[src/rtl/flash_status_pkg.sv]
package flash_status_pkg;
  typedef enum logic [2:0] {
    OP_IDLE  = 3'd0,
    OP_PROG  = 3'd1,
    OP_ERASE = 3'd2,
    OP_ESUSP = 3'd3,
    OP_SPROG = 3'd4
  } op_e;

  // bit order is host-visible
  typedef struct packed {
    logic       poll;
    logic       tog_any;
    logic       fail;
    logic       rsvd4;
    logic       win;
    logic       tog_sec;
    logic [1:0] rsvd;
  } status_t;

  function automatic logic op_busy(op_e op);
    return (op == OP_PROG) || (op == OP_ERASE) || (op == OP_SPROG);
  endfunction

  function automatic logic op_erase_ctx(op_e op);
    return (op == OP_ERASE) || (op == OP_ESUSP) || (op == OP_SPROG);
  endfunction
endpackage

[src/rtl/flash_status_sector_sel.sv]
module flash_status_sector_sel #(
  parameter int SEC_W = 4,
  localparam int NSEC = 1 << SEC_W
) (
  input  logic [NSEC-1:0]  mask_i,
  input  logic [SEC_W-1:0] sector_i,
  output logic             hit_o
);
  assign hit_o = mask_i[sector_i];
endmodule

[src/rtl/flash_status_toggle.sv]
module flash_status_toggle (
  input  logic clk_i,
  input  logic rst_ni,
  input  logic adv_i,
  output logic q_o
);
  always_ff @(posedge clk_i or negedge rst_ni) begin
    if (!rst_ni)    q_o <= 1'b0;
    else if (adv_i) q_o <= ~q_o;
  end
endmodule

[src/rtl/flash_status_compose.sv]
module flash_status_compose
  import flash_status_pkg::*;
(
  input  op_e        op_i,
  input  logic       hit_i,
  input  logic       prog_msb_i,
  input  logic       tog_any_i,
  input  logic       tog_sec_i,
  input  logic       fail_i,
  input  logic       win_i,
  input  logic [7:0] array_i,
  output logic [7:0] data_o
);
  status_t st;

  always_comb begin
    st         = '0;
    st.tog_any = tog_any_i;
    st.fail    = fail_i;
    st.win     = win_i;
    st.tog_sec = tog_sec_i;
    data_o     = array_i;
    unique case (op_i)
      OP_PROG, OP_SPROG: begin
        st.poll = ~prog_msb_i;
        data_o  = st;
      end
      OP_ERASE: begin
        st.poll = 1'b0;
        data_o  = st;
      end
      OP_ESUSP: begin
        st.poll = 1'b1;
        if (hit_i) data_o = st;
      end
      default: data_o = array_i;
    endcase
  end
endmodule

[src/rtl/flash_status_gen.sv]
module flash_status_gen
  import flash_status_pkg::*;
#(
  parameter int SEC_W = 4,
  localparam int NSEC = 1 << SEC_W
) (
  input  logic             clk_i,
  input  logic             rst_ni,
  input  logic [2:0]       op_i,
  input  logic             prog_msb_i,
  input  logic [NSEC-1:0]  erase_mask_i,
  input  logic [SEC_W-1:0] rd_sector_i,
  input  logic             rd_strobe_i,
  input  logic [7:0]       array_data_i,
  input  logic             fail_i,
  input  logic             window_closed_i,
  output logic [7:0]       rd_data_o,
  output logic             busy_pull_o
);
  localparam int NTOG = 2;

  op_e  op;
  logic sector_hit;
  logic strobe_q, qual_any_q, qual_sec_q, rd_done;
  logic [NTOG-1:0] tog_adv, tog_q;

  assign op = op_e'(op_i);

  flash_status_sector_sel #(.SEC_W(SEC_W)) u_sel (
    .mask_i   (erase_mask_i),
    .sector_i (rd_sector_i),
    .hit_o    (sector_hit)
  );

  // qualifiers captured while the strobe is high, applied at its trailing edge
  always_ff @(posedge clk_i or negedge rst_ni) begin
    if (!rst_ni) begin
      strobe_q   <= 1'b0;
      qual_any_q <= 1'b0;
      qual_sec_q <= 1'b0;
    end else begin
      strobe_q <= rd_strobe_i;
      if (rd_strobe_i) begin
        qual_any_q <= op_busy(op);
        qual_sec_q <= sector_hit && op_erase_ctx(op);
      end
    end
  end

  assign rd_done    = strobe_q && !rd_strobe_i;
  assign tog_adv[0] = rd_done && qual_any_q;
  assign tog_adv[1] = rd_done && qual_sec_q;

  for (genvar g = 0; g < NTOG; g++) begin : g_tog
    flash_status_toggle u_tog (
      .clk_i  (clk_i),
      .rst_ni (rst_ni),
      .adv_i  (tog_adv[g]),
      .q_o    (tog_q[g])
    );
  end

  flash_status_compose u_cmp (
    .op_i       (op),
    .hit_i      (sector_hit),
    .prog_msb_i (prog_msb_i),
    .tog_any_i  (tog_q[0]),
    .tog_sec_i  (tog_q[1]),
    .fail_i     (fail_i),
    .win_i      (window_closed_i),
    .array_i    (array_data_i),
    .data_o     (rd_data_o)
  );

  assign busy_pull_o = op_busy(op);

  AST_TOG_ANY_FLIP: assert property (@(posedge clk_i) disable iff (!rst_ni)
    (strobe_q && !rd_strobe_i && qual_any_q) |=> (tog_q[0] != $past(tog_q[0])));
  AST_TOG_ANY_HOLD: assert property (@(posedge clk_i) disable iff (!rst_ni)
    !(strobe_q && !rd_strobe_i && qual_any_q) |=> $stable(tog_q[0]));
  AST_TOG_SEC_HOLD: assert property (@(posedge clk_i) disable iff (!rst_ni)
    !(strobe_q && !rd_strobe_i && qual_sec_q) |=> $stable(tog_q[1]));
  AST_ERASE_POLL_LOW: assert property (@(posedge clk_i) disable iff (!rst_ni)
    (op == OP_ERASE) |-> !rd_data_o[7]);
  AST_SUSP_HIT_READY: assert property (@(posedge clk_i) disable iff (!rst_ni)
    (op == OP_ESUSP && sector_hit) |-> (rd_data_o[7] && !busy_pull_o));
endmodule

[config.mk]
export PLATFORM = sky130hd
export DESIGN_NAME = flash_status_gen
export DESIGN_NICKNAME = d
export VERILOG_FILES = /design/src/rtl/flash_status_pkg.sv /design/src/rtl/flash_status_sector_sel.sv /design/src/rtl/flash_status_toggle.sv /design/src/rtl/flash_status_compose.sv /design/src/rtl/flash_status_gen.sv
export SDC_FILE = /design/constraint.sdc
export NUM_CORES = 1
export LEC_CHECK = 0
export ABC_AREA = 1
export BUFFER_PORTS_ARGS = -buffer_cell sky130_fd_sc_hd__buf_2
export CORE_UTILIZATION = 39
export CTS_CLUSTER_DIAMETER = 120
export DETAILED_ROUTE_END_ITERATION = 7
export GPL_TIMING_DRIVEN = 0
export PLACE_DENSITY = 0.8
export SLEW_MARGIN = 25
export SYNTH_ARGS = -nofsm -noshare
export SYNTH_HDL_FRONTEND = slang
export SYNTH_SLANG_ARGS = --single-unit
[constraint.sdc]
create_clock -name clk_i -period 1.4 [get_ports clk_i]
set_input_delay 0.21 -clock clk_i [delete_from_list [all_inputs] [get_ports clk_i]]
set_output_delay 0.21 -clock clk_i [all_outputs]
set_load 0.005 [all_outputs]
==> flow_metrics.py <==
metrics = {
    "synthesis": {
        "syn_area_per_cell_um2": 5.989,
        "synth_top_family_by_area": "simple AND/OR/NAND/NOR gates",
        "seq_area_frac_synth": 0.2028,
        "synth_cell_types": 17,
        "synthCells": 103,
        "ys_seq_elements": 5,
        "synth.mux.area_fraction": 0,
        "yosys.area_share.adder": 0,
        "synthXorXnorAreaFrac": 0.02840,
        "synth_warnings": 0,
        "synth_compound_area_frac": 0.02840,
        "netlist_area_um2": 616.8,
        "synthSimpleGateAreaFrac": 0.5517,
        "syn_nets": 140,
    },
    "placement": {
        "placed_cells": 162,
        "gp_congestion": 0.7838,
        "place_ws_ns": 0.006040,
        "port_buffers": 44,
        "placed_area_um2": 855.8,
        "hpwlAfterDp_mm": 1.302,
    },
    "drt": {
        "dr.pass1.iters": 4,
        "dr.max_layer_used": "met3",
        "num_vias": 790,
        "drc_errors": 0,
        "drtAntennaViolNets": 0,
        "drt_iter0_markers": 5,
        "wl_met3_um": 62,
        "vias_per_cell": 4.593,
        "met2WireLength_mm": 1.023,
        "post_drt_wl_per_cell_um": 10.41,
        "wl_mm": 1.791,
        "met1_length_um": 706,
    },
    "clocking": {
        "clk_path_buf_depth": 2,
        "clkSinkCount": 5,
        "htreeDepth": 1,
        "cts_root_buf": "clkbuf_4",
        "clk_pin_slew_ns": 0.04,
        "numCtsBuffers": 3,
        "clk_latency_ns": 0.24,
        "cts_tree": "built",
    },
    "floorplan": {
        "die_y_um": 41.77,
        "coreArea_um2": 1383,
        "top_level_ports": 46,
        "rows": 13,
        "start_util": 0.4462,
        "die_area_um2": 1745,
        "dieWidth_um": 41.77,
    },
    "sta": {
        "clock_skew_ns": 0.0002577,
        "final_max_slew_viol_count": 0,
        "setup_viol": 0,
        "worst_slack_ns": 0.001308,
        "fin_crit_ns": 1.399,
        "fin_crit_sh": 0.9991,
        "slew_headroom": 0.8699,
        "timing.fmax_mhz": 715.0,
        "hold_viol_final": 0,
        "worst_pin_slew_ns": 0.1946,
        "holdWs_ns": 0.09115,
        "tns_ns": 0,
        "rsz0062_at_grt": "yes",
    },
    "status": {
        "status": "completed",
    },
    "pwr": {
        "pwr_density_cell_nw_per_um2": 690.9,
        "ir_drop_uv": 554.5,
        "cellLeakagePower_nw": 0.6201,
        "total_power_uw": 692.5,
    },
    "setup_path": {
        "cp-startpoint": "rd_sector_i[1]",
        "reg2reg_from": "strobe_q$_DFF_PN0_",
        "crit_arrival_ns": 1.19,
        "crit_type": "in -> out",
        "crit_chain": "clkbuf_4 > inv_4 > nand3_2 > nand3_1 > nand3_2 > nand3_1 > nand3_1 > nand2_1 > buf_2",
        "crit_path_frequent_cell": "nand3_1",
        "reg2regPathDepth": 2,
        "startpoint_type": "primary input",
        "max_stage_delay_ns": 0.18,
        "rrSetupSlack_ns": 0.70,
        "cp-endpoint": "rd_data_o[6]",
        "reg2reg_to": "g_tog[0].u_tog.q_o$_DFFE_PN0P_",
        "endpoint_kind": "primary output",
        "path_max_fanout": 5,
        "critPathSlowestCell": "nand3_1",
        "cp_data_required_time_ns": 1.19,
    },
    "cells_and_area": {
        "diodes": 0,
        "fin_nets": 195,
        "final_util": 0.7249,
        "post-route-cell-area_um2": 1002,
        "final_cells": 172,
        "layout-drive-gt1-share": 0.5350,
        "areaGrowthSynthToFinish_pct": 62.47,
    },
    "global_route": {
        "grt_pass1_vias": 709,
        "grt_max_degree": 10,
        "antenna_found_initial": 0,
        "grt_pass1_wl_mm": 2.587,
        "grt_usage": 0.1809,
        "gr-total-overflow": 0,
    },
    "min_path": {
        "min_path_type": "in -> reg",
    },
    "run": {
        "maxCapViolCount": 0,
    },
}
-- how the worst min path moves through the flow --
stage	slack, ns	endpoint	depth (start not counted)	start
floorplan	-0.09	g_tog[0].u_tog.q_o$_DFFE_PN0P_	0	rst_ni
global placement	0.03	g_tog[0].u_tog.q_o$_DFFE_PN0P_	1	rst_ni
detailed placement	0.03	g_tog[1].u_tog.q_o$_DFFE_PN0P_	1	rst_ni
CTS	0.08	strobe_q$_DFF_PN0_	1	rd_strobe_i
global route	0.08	strobe_q$_DFF_PN0_	1	rd_strobe_i
finish	0.09	strobe_q$_DFF_PN0_	1	rd_strobe_i
-- cells in the mapped netlist --
master,number,area share
a21oi_1,1,0.0081
buf_6,1,0.018
dfrtp_1,5,0.20
inv_1,23,0.14
inv_2,2,0.012
inv_8,1,0.018
nand2_1,28,0.17
nand2_2,4,0.041
nand2_4,2,0.037
nand3_1,20,0.16
nand3_2,4,0.065
nor2_1,3,0.018
nor2_2,4,0.041
nor2_4,1,0.018
o211ai_1,1,0.012
o21ai_1,1,0.0081
xnor2_1,2,0.028
-- logic make-up (layout without fill, tap and decap cells) --
family,Yosys count,count (layout)
flip-flops,5,5
AO/OA/AOI/OAI,3,3
buffers and inverters,27,81
AND/OR/NAND/NOR,66,66
XOR/XNOR,2,2
-- per-layer routing --
layer	global-route usage	vias to the layer above
li1	-	419
met1	0.2128	353
met2	0.3313	18
met3	0.03043	0
met4	0.05161	0
met5	0	-
-- power breakdown --
group          total [mW]  internal [mW]  switching [mW]  leakage, nW
logic               0.319          0.162           0.157        0.544
registers           0.207          0.182          0.0250       0.0614
clock network       0.167          0.108          0.0588       0.0150
-- registers in the layout (all words and copies together), names as in the netlist --
signal           flops
qual_any_q           1
strobe_q             1
g_tog.u_tog.q_o      2
qual_sec_q           1
-- worst max-delay path: cells and delay by family --
kind	cells	cell delay, ns
simple gates	6	0.62
buf+inv	3	0.34
-- cell usage in the layout (no fill, tap or decap) --
cell            n
buf_2          41
nand2_1        27
inv_1          20
nand3_1        14
nand3_2        10
nor2_2          6
nand2_2         5
dfrtp_1         5
buf_4           5
clkbuf_4        4
inv_2           3
inv_4           2
nor2_4          2
buf_8           2
nand2_4         2
xnor2_1         2
inv_8           1
o211ai_1        1
o21ai_1         1
a21oi_1         1
clkbuf_1        1
dlygate4sd3_1   1
buf_6           1
-- layout make-up --
class                   instances  area [um2]
fillers                       128       380.4
inverters                      26       110.1
clock buffers                   4       26.28
repair buffers                 50       286.5
plain buffers                   1       15.01
multi-input cells              71       420.4
well taps                      15       18.77
flip-flops and latches          5       125.1
-- timing repair --
item                                    CTS  global route
endpoints found under the setup margin    0             8
endpoints found under the hold margin     5             0
hold buffers                              1             0
buffers inserted                          0             5
gates resized for setup                   0            22
No activity file was read; power rests on OpenSTA's default activity.
